[src/rtl/stg_trig_pkg.sv]
package stg_trig_pkg;
  typedef enum logic [1:0] {
    SEL_MASK   = 2'd0,
    SEL_VALUE  = 2'd1,
    SEL_CONFIG = 2'd2,
    SEL_SIZES  = 2'd3
  } cfg_sel_e;

  localparam int START_FLAG_BIT = 3;
endpackage

[src/rtl/stg_cfg_regs.sv]
module stg_cfg_regs
  import stg_trig_pkg::*;
#(
  parameter int DATA_W     = 32,
  parameter int NUM_STAGES = 4,
  parameter int CNT_W      = 16,
  parameter int IDX_W      = 2
) (
  input  logic                             clk,
  input  logic                             rst_n,
  input  logic                             we_i,
  input  logic [1:0]                       sel_i,
  input  logic [IDX_W-1:0]                 stage_i,
  input  logic [DATA_W-1:0]                data_i,
  output logic [NUM_STAGES-1:0][DATA_W-1:0] mask_o,
  output logic [NUM_STAGES-1:0][DATA_W-1:0] value_o,
  output logic [NUM_STAGES-1:0]            start_o,
  output logic [CNT_W-1:0]                 limit_o
);
  logic [CNT_W-1:0] read_q, delay_q;
  logic             sizes_en;

  assign sizes_en = we_i && (cfg_sel_e'(sel_i) == SEL_SIZES);

  for (genvar s = 0; s < NUM_STAGES; s++) begin : g_stage
    logic hit_stage;
    logic mask_en, value_en, cfg_en;
    assign hit_stage = we_i && (stage_i == IDX_W'(s));
    assign mask_en   = hit_stage && (cfg_sel_e'(sel_i) == SEL_MASK);
    assign value_en  = hit_stage && (cfg_sel_e'(sel_i) == SEL_VALUE);
    assign cfg_en    = hit_stage && (cfg_sel_e'(sel_i) == SEL_CONFIG);

    always_ff @(posedge clk or negedge rst_n) begin
      if (!rst_n) begin
        mask_o[s]  <= '0;
        value_o[s] <= '0;
        start_o[s] <= 1'b0;
      end else begin
        if (mask_en)  mask_o[s]  <= data_i;
        if (value_en) value_o[s] <= data_i;
        if (cfg_en)   start_o[s] <= data_i[START_FLAG_BIT];
      end
    end
  end

  always_ff @(posedge clk or negedge rst_n) begin
    if (!rst_n) begin
      read_q  <= '0;
      delay_q <= '0;
    end else if (sizes_en) begin
      read_q  <= data_i[2*CNT_W-1:CNT_W];
      delay_q <= data_i[CNT_W-1:0];
    end
  end

  assign limit_o = (delay_q > read_q) ? read_q : delay_q;
endmodule

[src/rtl/stg_match.sv]
module stg_match #(
  parameter int DATA_W     = 32,
  parameter int NUM_STAGES = 4
) (
  input  logic [DATA_W-1:0]                 smp_i,
  input  logic [NUM_STAGES-1:0][DATA_W-1:0] mask_i,
  input  logic [NUM_STAGES-1:0][DATA_W-1:0] value_i,
  output logic [NUM_STAGES-1:0]             hit_o
);
  for (genvar s = 0; s < NUM_STAGES; s++) begin : g_cmp
    assign hit_o[s] = ~|((smp_i ^ value_i[s]) & mask_i[s]);
  end
endmodule

[src/rtl/stg_sequencer.sv]
module stg_sequencer #(
  parameter int NUM_STAGES = 4,
  parameter int IDX_W      = 2
) (
  input  logic                  clk,
  input  logic                  rst_n,
  input  logic                  arm_i,
  input  logic                  step_i,
  input  logic [NUM_STAGES-1:0] hit_i,
  input  logic [NUM_STAGES-1:0] start_i,
  output logic                  trig_o
);
  localparam logic [IDX_W-1:0] LAST_IDX = IDX_W'(NUM_STAGES - 1);

  logic [IDX_W-1:0] idx_q, idx_d;
  logic             trig_q, trig_d;
  logic             cur_hit, cur_start;

  assign cur_hit   = hit_i[idx_q];
  assign cur_start = start_i[idx_q];

  always_comb begin
    idx_d  = idx_q;
    trig_d = trig_q;
    if (arm_i) begin
      idx_d  = '0;
      trig_d = 1'b0;
    end else if (step_i && !trig_q && cur_hit) begin
      if (cur_start) trig_d = 1'b1;
      else if (idx_q != LAST_IDX) idx_d = idx_q + 1'b1;
    end
  end

  always_ff @(posedge clk or negedge rst_n) begin
    if (!rst_n) begin
      idx_q  <= '0;
      trig_q <= 1'b0;
    end else begin
      idx_q  <= idx_d;
      trig_q <= trig_d;
    end
  end

  assign trig_o = trig_q;
endmodule

[src/rtl/stg_post_cnt.sv]
module stg_post_cnt #(
  parameter int CNT_W = 16
) (
  input  logic             clk,
  input  logic             rst_n,
  input  logic             arm_i,
  input  logic             trig_i,
  input  logic             vld_i,
  input  logic [CNT_W-1:0] limit_i,
  output logic             active_o,
  output logic             done_o
);
  logic [CNT_W-1:0] cnt_q, cnt_d;
  logic             active_q, active_d;
  logic             done_q, done_d;
  logic             count_en;

  assign count_en = active_q && trig_i && vld_i;

  always_comb begin
    cnt_d    = cnt_q;
    active_d = active_q;
    done_d   = done_q;
    if (arm_i) begin
      cnt_d    = '0;
      active_d = 1'b1;
      done_d   = 1'b0;
    end else if (count_en) begin
      if (cnt_q == limit_i) begin
        active_d = 1'b0;
        done_d   = 1'b1;
      end else begin
        cnt_d = cnt_q + 1'b1;
      end
    end
  end

  always_ff @(posedge clk or negedge rst_n) begin
    if (!rst_n) begin
      cnt_q    <= '0;
      active_q <= 1'b0;
      done_q   <= 1'b0;
    end else begin
      cnt_q    <= cnt_d;
      active_q <= active_d;
      done_q   <= done_d;
    end
  end

  assign active_o = active_q;
  assign done_o   = done_q;
endmodule

[src/rtl/stage_trigger_core.sv]
module stage_trigger_core #(
  parameter int DATA_W     = 32,
  parameter int NUM_STAGES = 4,
  parameter int CNT_W      = 16,
  localparam int IDX_W     = (NUM_STAGES > 1) ? $clog2(NUM_STAGES) : 1
) (
  input  logic              clk,
  input  logic              rst_n,
  input  logic [DATA_W-1:0] smp_i,
  input  logic              smp_vld_i,
  input  logic              cfg_we_i,
  input  logic [1:0]        cfg_sel_i,
  input  logic [IDX_W-1:0]  cfg_stage_i,
  input  logic [DATA_W-1:0] cfg_data_i,
  input  logic              arm_i,
  output logic              active_o,
  output logic              trig_o,
  output logic              mem_we_o,
  output logic              done_o
);
  logic [NUM_STAGES-1:0][DATA_W-1:0] mask_w, value_w;
  logic [NUM_STAGES-1:0]             start_w, hit_w;
  logic [CNT_W-1:0]                  limit_w;
  logic                              active_w, trig_w, step_w;

  stg_cfg_regs #(
    .DATA_W(DATA_W), .NUM_STAGES(NUM_STAGES), .CNT_W(CNT_W), .IDX_W(IDX_W)
  ) u_regs (
    .clk(clk), .rst_n(rst_n), .we_i(cfg_we_i), .sel_i(cfg_sel_i),
    .stage_i(cfg_stage_i), .data_i(cfg_data_i),
    .mask_o(mask_w), .value_o(value_w), .start_o(start_w), .limit_o(limit_w)
  );

  stg_match #(.DATA_W(DATA_W), .NUM_STAGES(NUM_STAGES)) u_match (
    .smp_i(smp_i), .mask_i(mask_w), .value_i(value_w), .hit_o(hit_w)
  );

  assign step_w = active_w && smp_vld_i;

  stg_sequencer #(.NUM_STAGES(NUM_STAGES), .IDX_W(IDX_W)) u_seq (
    .clk(clk), .rst_n(rst_n), .arm_i(arm_i), .step_i(step_w),
    .hit_i(hit_w), .start_i(start_w), .trig_o(trig_w)
  );

  stg_post_cnt #(.CNT_W(CNT_W)) u_post (
    .clk(clk), .rst_n(rst_n), .arm_i(arm_i), .trig_i(trig_w),
    .vld_i(smp_vld_i), .limit_i(limit_w),
    .active_o(active_w), .done_o(done_o)
  );

  assign active_o = active_w;
  assign trig_o   = trig_w;
  assign mem_we_o = active_w && smp_vld_i && !arm_i;
endmodule

[config.mk]
export PLATFORM = sky130hd
export DESIGN_NAME = stage_trigger_core
export DESIGN_NICKNAME = d
export VERILOG_FILES = /design/src/rtl/stg_trig_pkg.sv /design/src/rtl/stg_cfg_regs.sv /design/src/rtl/stg_match.sv /design/src/rtl/stg_sequencer.sv /design/src/rtl/stg_post_cnt.sv /design/src/rtl/stage_trigger_core.sv
export SDC_FILE = /design/constraint.sdc
export NUM_CORES = 1
export LEC_CHECK = 0
export ABC_AREA = 1
export BUFFER_PORTS_ARGS = -buffer_cell sky130_fd_sc_hd__buf_4
export CORE_ASPECT_RATIO = 0.75
export CORE_MARGIN = 1.5
export CORE_UTILIZATION = 60
export DETAILED_ROUTE_END_ITERATION = 8
export PLACE_DENSITY = 0.84
export RECOVER_POWER = 25
export SYNTH_ARGS = -nofsm -noshare
export SYNTH_HDL_FRONTEND = slang
export SYNTH_SLANG_ARGS = --single-unit
[constraint.sdc]
create_clock -name clk -period 2.6 [get_ports clk]
set_input_delay 0.39 -clock clk [delete_from_list [all_inputs] [get_ports clk]]
set_output_delay 0.39 -clock clk [all_outputs]
set_load 0.01 [all_outputs]
==> results of run 1 <==
-- flip-flops by register name (all words and copies together) (netlist names) --
name / count
u_regs.start_o: 4
u_regs.value_o: 128
u_seq.trig_o: 1
u_seq.idx_q: 2
u_post.cnt_q: 16
u_regs.read_q: 16
u_post.done_o: 1
u_post.active_o: 1
u_regs.delay_q: 16
u_regs.mask_o: 128
-- worst min-delay path by stage --
| stage | cells after the start | slack (ns) | endpoint |
|---|---|---|---|
| after detailed placement | 1 | 0.44 | u_regs.value_o[75]$_DFFE_PN0P_ |
| after floorplan | 0 | 0.09 | u_post.active_o$_DFFE_PN0P_ |
| after global placement | 1 | 0.45 | u_regs.value_o[75]$_DFFE_PN0P_ |
| after global routing | 2 | 0.02 | u_seq.trig_o$_DFFE_PN0P_ |
| final | 2 | 0.03 | u_seq.trig_o$_DFFE_PN0P_ |
| after CTS | 2 | 0.01 | u_seq.trig_o$_DFFE_PN0P_ |
-- power by group through the flow --
stage                     sequential [W]  combinational [W]  clock [W]
final                            0.00645            0.00353    0.00444
after global routing             0.00656            0.00392    0.00465
after CTS                        0.00642            0.00323    0.00446
after detailed placement         0.00649            0.00305          0
after global placement           0.00643            0.00293          0
after floorplan                  0.00635            0.00202          0
-- layout by cell type (no fill, tap or decap), drive strengths merged --
cell / Yosys / final
dfrtp: 313 / 313
clkinv: 2 / 7
o2111ai: 2 / 2
nand3: 128 / 128
a211oi: 2 / 2
o31ai: 1 / 1
nor3: 11 / 11
buf: 7 / 130
clkbuf: 67 / 55
a311oi: 1 / 1
diode: 0 / 2
o21ai: 299 / 299
a21oi: 25 / 25
o22ai: 4 / 4
nand2: 553 / 557
inv: 137 / 137
nand3b: 5 / 5
ha: 18 / 18
a31oi: 2 / 2
xor2: 65 / 65
dlygate4sd3: 0 / 1
nor2: 63 / 63
o21a: 2 / 2
nand4: 41 / 41
xnor2: 1 / 1
nor4: 2 / 2
a21o: 1 / 1
bufinv: 0 / 2
or2: 44 / 44
o221ai: 1 / 1
-- layout make-up --
type | instances | share of cell area, %
well taps | 331 | 2.36
flip-flops and latches | 313 | 44.6
multi-input cells | 1275 | 37.6
inverters | 139 | 2.97
clock inverters | 7 | 0.528
repair buffers | 139 | 6.68
clock buffers | 47 | 5.16
diodes | 2 | 0.0285
-- routing by layer --
| metal | track usage (%) | wire [um] | part of all wire, % |
|---|---|---|---|
| met1 | 47.3 | 17700 | 41 |
| met2 | 51.6 | 19300 | 45 |
| met3 | 9.84 | 4660 | 11 |
| met4 | 11.8 | 1470 | 3.4 |
| met5 | 0 | 0 | 0 |
-- kinds of logic after synthesis --
group	after synthesis	synth area share [%]
AOI/OAI and AO/OA	340	11.7
xor gates and xnor gates	66	3.89
adders and majority gates	18	1.52
buffers and inverters	213	5.58
DFF	313	52.7
and+or+nand+nor	847	24.6
-- cell usage after synthesis --
library cell / n
a211oi_1: 2
a21o_1: 1
a21oi_1: 25
a311oi_1: 1
a31oi_1: 2
buf_2: 2
buf_4: 3
buf_6: 2
clkbuf_1: 67
clkinv_1: 2
dfrtp_1: 313
ha_1: 18
inv_1: 137
nand2_1: 547
nand2_2: 3
nand2_4: 3
nand3_1: 127
nand3_2: 1
nand3b_1: 5
nand4_1: 41
nor2_1: 60
nor2_2: 1
nor2_4: 2
nor3_1: 10
nor3_2: 1
nor4_1: 2
o2111ai_1: 2
o21a_1: 2
o21ai_0: 299
o221ai_1: 1
o22ai_1: 4
o31ai_1: 1
or2_2: 44
xnor2_1: 1
xor2_1: 65
-- stage by stage --
| stage | power [W] | util, % |
|---|---|---|
| after floorplan | 0.00837 | - |
| after global placement | 0.00936 | 66.2 |
| after detailed placement | 0.00955 | 66.2 |
| after CTS | 0.0141 | 71.8 |
| after global routing | 0.0151 | 72.7 |
| final | 0.0144 | 72.7 |
-- timing repair --
| action | in CTS | in global routing |
|---|---|---|
| buffers inserted | 6 | 5 |
| hold endpoints to repair | 75 | 0 |
| hold buffers | 1 | 0 |
| pin swaps | 15 | 28 |
| cloned | 6 | 2 |
| gates resized for setup | 34 | 46 |
| setup endpoints to repair | 18 | 18 |
==> run_results.csv, run 1 <==
group,metric,value,unit
floorplan,ioPinCount,77,
route,viasPerCell,5.83,
setup_path,reg2reg_depth,19,
yosys,yosys_warnings,0,
finish,syn2layout_area_growth,18.2,%
finish,multi_input_area,0.00661,sq mm
timing,setup_slack,-0.271,ns
global_route,grt_antenna_before_repair,1,
power,power_density,821,mW/mm^2
timing,setup_tns,-4.17,ns
yosys,yosysTopAreaCell,"dfrtp_1",
power,pwr-share-clk,30.8,%
power,pwr-share-seq,44.8,%
setup_path,crit_start,"u_regs.delay_q[7]$_DFFE_PN0P_",
timing,hold_violations,0,
yosys,ys_seq_elements,313,
setup_path,crit_top_cell,"nand2_1",
setup_path,cp_slowest_cell,"dfrtp_1",
finish,finalNetCount,1989,
setup_path,setup.worst_path.start_class,"flop",
min_path,hold_path_class,"primary input to flop",
min_path,hp-start,"arm_i",
timing,worst_pin_slew,1.31,ns
yosys,syn-cell-area,0.0149,sq mm
floorplan,rows,49,
global_route,track_usage,34.1,%
finish,fin_area,0.0176,sq mm
setup_path,required,3.09,ns
place,placed_cell_area,0.0160,sq mm
timing,period_share,110,%
timing,fin_crit,2.87,ns
setup_path,reg2reg_to,"u_post.cnt_q[3]$_DFFE_PN0P_",
global_route,grt_max_degree,88,
power,irDropWorstVdd,580,uV
yosys,synth_cell_types,35,
clocking,cts_max_level,1,
setup_path,crit_family,"simple AND/OR/NAND/NOR gates",
yosys,synthCells,1797,
global_route,grt_first_pass_wirelength,67300,um
power,power_switching,0.00463,W
global_route,grt_pass1_vias,12500,
clocking,clk_pin_slew,0.07,ns
route,drt-initial-drc-count,1715,
finish,fill_cells,1796,
route,wire_per_inst,19.1,um
clocking,cts_tree,"done",
finish,drive_gt1_share,15.3,%
floorplan,die_area,0.0257,sq mm
timing,rsz0062_at_grt,"true",
setup_path,cp_num_buf_inv,2,
yosys,seq_area_frac_synth,52.7,%
setup_path,worst_setup_path_end_kind,"flop",
yosys,synth_top_area_share,52.7,%
clocking,clock-sinks,313,
power,switching_share,32.1,%
floorplan,die_h,139,um
run_status,status,"finished with violations",
route,drtAntennaViolNets,0,
timing,whs,0.0257,ns
setup_path,path_depth,19,
run_status,violations,"setup timing",
global_route,globalRouteOverflowTotal,0,
floorplan,initial_core_util,61.5,%
floorplan,fp.dieW,185,um
setup_path,crit_end,"u_post.cnt_q[3]$_DFFE_PN0P_",
finish,regArea,0.00783,sq mm
setup_path,critical_path_peak_fanout,8,
place,post-place-ws,-0.179,ns
setup_path,reg2reg_from,"u_regs.delay_q[7]$_DFFE_PN0P_",
setup_path,worstSetupPathType,"flop to flop",
setup_path,slowest_delay,0.41,ns
timing,fmax,0.348,GHz
yosys,synth_nets,1888,
route,drt_first_pass_iters,6,
place,dp.cells,2178,
power,cellInternalPower,0.00979,W
setup_path,cp_cell_sequence,"ha_1, a21o_1, nor2_1, nand2_1, nand2_2, nand2_8, clkbuf_16, nand3_1, nand2_1, nand2_1, nand2_1, nor2_1, nand2_1, nor2_4, buf_12, nand2_8, nand2_8, nand3_4, nand2_2",
yosys,synth_area_leaders,"dfrtp_1, nand2_1, o21ai_0, nand3_1, xor2_1",
power,leakage,8.61,nW
timing,finClkSkew,0.0131,ns
timing,slew_violations,0,
power,p_comb_share,24.5,%
route,drc,0,
route,vias,13100,
finish,instances_no_fill,2253,
setup_path,r2r_slack,-0.27,ns
job,maxCapViolCount,0,
clocking,cts_buffers,30,
clocking,clockBufferDepth,3,
setup_path,crit_arrival,3.36,ns
place,gp_congestion,0.890,
timing,finalSetupViolCount,18,
place,hpwl,28700,um
clocking,clock_latency,0.56,ns
timing,relSlewSlack,12.4,%
floorplan,core_area,0.0242,sq mm
place,io_buffers,76,
route,routed_wl,43100,um
clocking,cts-root-buf,"clkbuf_16",
yosys,syn_area_per_cell,8.26,sq um
Note: power is estimated with default switching activity, not from simulation.
==> run 2: changes to the inputs <==
ABC_AREA = default   (was 1)
RECOVER_POWER = 100   (was 25)
==> run 2 against run 1 <==
- critical path depth is 5 lower
- combinational power is 5.9% lower
- synthesized area is 2.3% lower
- synthesized cell count is 40% lower
- clock power is 7.2% lower
- fmax is 12% lower
- global-route usage is 3.1 points lower
- the flow finishes with violations (capacitance limit, slew limit, setup timing)
- non-clock buffer count is 26 higher
- die area is 2.2% lower
- critical endpoint is now u_post.active_o$_DFFE_PN0P_
- largest cell class unchanged
- via count is 25% lower
- setup slack worse by 0.38 ns
- clock skew is 0.0012 ns lower
==> run_results.csv, run 2 <==
group,metric,value,unit
run_status,status,"finished with violations",
run_status,violations,"capacitance limit, slew limit, setup timing",
clocking,cts_max_level,1,
power,p_comb_share,23.7,%
timing,period_share,125,%
timing,hold_violations,0,
finish,syn2layout_area_growth,18.2,%
setup_path,slowest_delay,0.57,ns
yosys,synth_top_family_by_area,"multiplexers",
place,gp_congestion,0.948,
power,cellInternalPower,0.00995,W
power,irDropWorstVdd,630,uV
floorplan,die_h,138,um
yosys,synth_cell_types,50,
clocking,cts_tree,"done",
clocking,clockBufferDepth,3,
power,pwr-share-clk,29.4,%
yosys,synth_compound_area_share,5.74,%
setup_path,crit_arrival,3.69,ns
yosys,syn_area_per_cell,13.4,sq um
yosys,netlist_top_cells_count,"dfrtp_1, mux2_2, xor2_1",
yosys,synth_nets,1176,
power,power_switching,0.00406,W
timing,setup_slack,-0.651,ns
power,switching_share,29.0,%
floorplan,fp.dieW,183,um
timing,fin_crit,3.25,ns
setup_path,reg2reg_depth,14,
finish,fill_cells,1521,
setup_path,reg2reg_from,"u_regs.read_q[12]$_DFFE_PN0P_",
global_route,grt_antenna_before_repair,1,
clocking,cts-root-buf,"clkbuf_16",
yosys,synth_area_leaders,"dfrtp_1, mux2_2, xor2_1, a22oi_1, ha_1",
timing,setup_tns,-9.06,ns
power,leakage,7.77,nW
setup_path,worstSetupPathType,"flop to flop",
clocking,clock-sinks,313,
setup_path,critical_path_peak_fanout,5,
finish,reg_top3,"u_regs.mask_o (128), u_regs.value_o (128)",
global_route,grt_pass1_vias,9949,
floorplan,rows,49,
finish,final_common_cell,"dfrtp_1",
clocking,clk_pin_slew,0.07,ns
min_path,hold_path_class,"primary input to flop",
finish,drive_gt1_share,43.6,%
floorplan,ioPinCount,77,
timing,worst_pin_slew,1.97,ns
yosys,synthCells,1085,
global_route,grt_max_degree,74,
yosys,synth_xor_area_share,9.29,%
clocking,cts_buffers,29,
yosys,synthAdderAreaFrac,1.55,%
power,power_density,816,mW/mm^2
floorplan,initial_core_util,60.9,%
setup_path,path_depth,14,
setup_path,r2r_slack,-0.65,ns
yosys,ys_seq_elements,313,
route,drtAntennaViolNets,0,
job,maxCapViolCount,2,
timing,slew_violations,107,
timing,finalSetupViolCount,18,
route,viasPerCell,6.26,
timing,finClkSkew,0.0119,ns
yosys,yosys_warnings,0,
finish,antenna_cells,0,
global_route,globalRouteOverflowTotal,0,
global_route,track_usage,30.9,%
setup_path,crit_family,"simple AND/OR/NAND/NOR gates",
place,hpwl,25600,um
min_path,hold_depth,2,
yosys,syn-cell-area,0.0145,sq mm
yosys,seq_area_frac_synth,54.0,%
setup_path,cp_num_buf_inv,4,
power,pwr-share-seq,46.9,%
setup_path,cp_slowest_cell,"nor4_1",
yosys,async_reset_ff_share,100,%
setup_path,crit_top_cell,"buf_4",
yosys,synth_top_area_share,54.0,%
finish,most-common-layout-cells,"dfrtp_1, mux2_2, xor2_1, buf_4, a22oi_1",
setup_path,crit_start,"u_regs.read_q[12]$_DFFE_PN0P_",
setup_path,setup.worst_path.start_class,"flop",
setup_path,required,3.04,ns
finish,finalNetCount,1333,
route,drc,0,
timing,fmax,0.308,GHz
yosys,synth_simple_gate_area_share,4.53,%
setup_path,crit_end,"u_post.active_o$_DFFE_PN0P_",
global_route,grt_first_pass_wirelength,58200,um
setup_path,cp_cell_sequence,"inv_1, ha_1, nand4_1, nor3_2, nand3_2, buf_6, o2111a_2, o21ai_2, a21oi_2, buf_4, nor4_1, buf_4, nand2_1, a21o_1",
place,io_buffers,76,
yosys,synth-edff-count,0,
route,drt-initial-drc-count,730,
finish,fin_util,72.0,%
floorplan,die_area,0.0251,sq mm
setup_path,worst_setup_path_end_kind,"flop",
floorplan,core_area,0.0238,sq mm
yosys,synthMuxAreaShare,23.2,%
route,wire_per_inst,24.9,um
route,vias,9806,
timing,relSlewSlack,-31.1,%
route,routed_wl,38900,um
clocking,clock_latency,0.55,ns
yosys,yosysTopAreaCell,"dfrtp_1",
setup_path,reg2reg_to,"u_post.active_o$_DFFE_PN0P_",
yosys,yosysMostFrequentCell,"dfrtp_1",
route,drt_first_pass_iters,5,
min_path,hp-start,"cfg_data_i[19]",
timing,rsz0062_at_grt,"true",
yosys,synth_ff_type,"dfrtp_1",
## run 2: changes by cell type after synthesis, moves of 21 or more
| cell | delta |
|---|---|
| a22oi_1 | +44 |
| clkbuf_1 | -48 |
| inv_1 | -113 |
| mux2_2 | +294 |
| nand2_1 | -528 |
| nand3_1 | -115 |
| nand4_1 | -21 |
| nor2_1 | -35 |
| o21ai_0 | -288 |
| or2_2 | -42 |
| xor2_1 | +83 |
## run 2: stage by stage
| step | total power (W) | worst slack [ns] | instance area, sq um | hold WS [ns] | cells |
|---|---|---|---|---|---|
| 6_report | 0.0140 | -0.651 | 17200 | 0.163 | 1566 |
| 5_1_grt | 0.0145 | -0.705 | 17200 | 0.163 | 1566 |
| 4_1_cts | 0.0138 | -0.287 | 17200 | 0.158 | 1561 |
| 3_5_place_dp | 0.00964 | -0.445 | 16000 | 0.415 | 1503 |
| 3_3_place_gp | 0.00946 | -0.316 | 16000 | 0.410 | 1503 |
| 2_1_floorplan | 0.00831 | -0.238 | 14500 | 0.0944 | 1085 |
## run 2: metal layers
layer  vias to the layer above  global-route usage (%)  wire (um)
li1                       4233                       -          -
met1                      5071                    42.9      16800
met2                       396                    48.9      17600
met3                       106                    7.67       3200
met4                         0                    8.54       1300
met5                         -                       0          0
## run 2: area by class of cell
cell class                      count  area (sq um)  area share (%)
Clock inverter                      4          20.0           0.117
Sequential cell                   313          7830            45.6
Inverter                           24          90.1           0.525
Tap cell                          306           383            2.23
Timing Repair Buffer              165          1230            7.17
Clock buffer                       45           886            5.16
Multi-Input combinational cell    709          6720            39.2
## run 2: power groups by stage
stage	Clock, W	Sequential (W)	Combinational, W
floorplan	0	0.00646	0.00185
global placement	0	0.00653	0.00293
detailed placement	0	0.00661	0.00302
CTS	0.00413	0.00654	0.00317
global route	0.00431	0.00667	0.00355
finish	0.00412	0.00657	0.00332
## run 2: cells by family (layout without fill, tap and decap cells)
kind of cell	count (synthesis)	count (layout)
flops	313	313
compound gates	116	116
fa+ha+maj	18	18
mux	298	298
xor+xnor	154	154
simple gates	123	123
buf+inv	63	238
## run 2: repair_timing
| action | CTS | global route |
|---|---|---|
| hold buffers | 1 | 0 |
| hold endpoints to repair | 68 | 0 |
| setup buffers | 8 | 5 |
| endpoints found under the setup margin | 18 | 20 |
| gates resized for setup | 51 | 22 |
| pin swaps | 33 | 21 |
## run 2: worst min-delay path by stage
stage	to	slack, ns
4_1_cts	u_regs.mask_o[51]$_DFFE_PN0P_	0.16
3_5_place_dp	u_regs.value_o[0]$_DFFE_PN0P_	0.42
6_report	u_regs.mask_o[51]$_DFFE_PN0P_	0.16
3_3_place_gp	u_regs.value_o[0]$_DFFE_PN0P_	0.41
5_1_grt	u_regs.mask_o[51]$_DFFE_PN0P_	0.16
2_1_floorplan	u_post.active_o$_DFFE_PN0P_	0.09
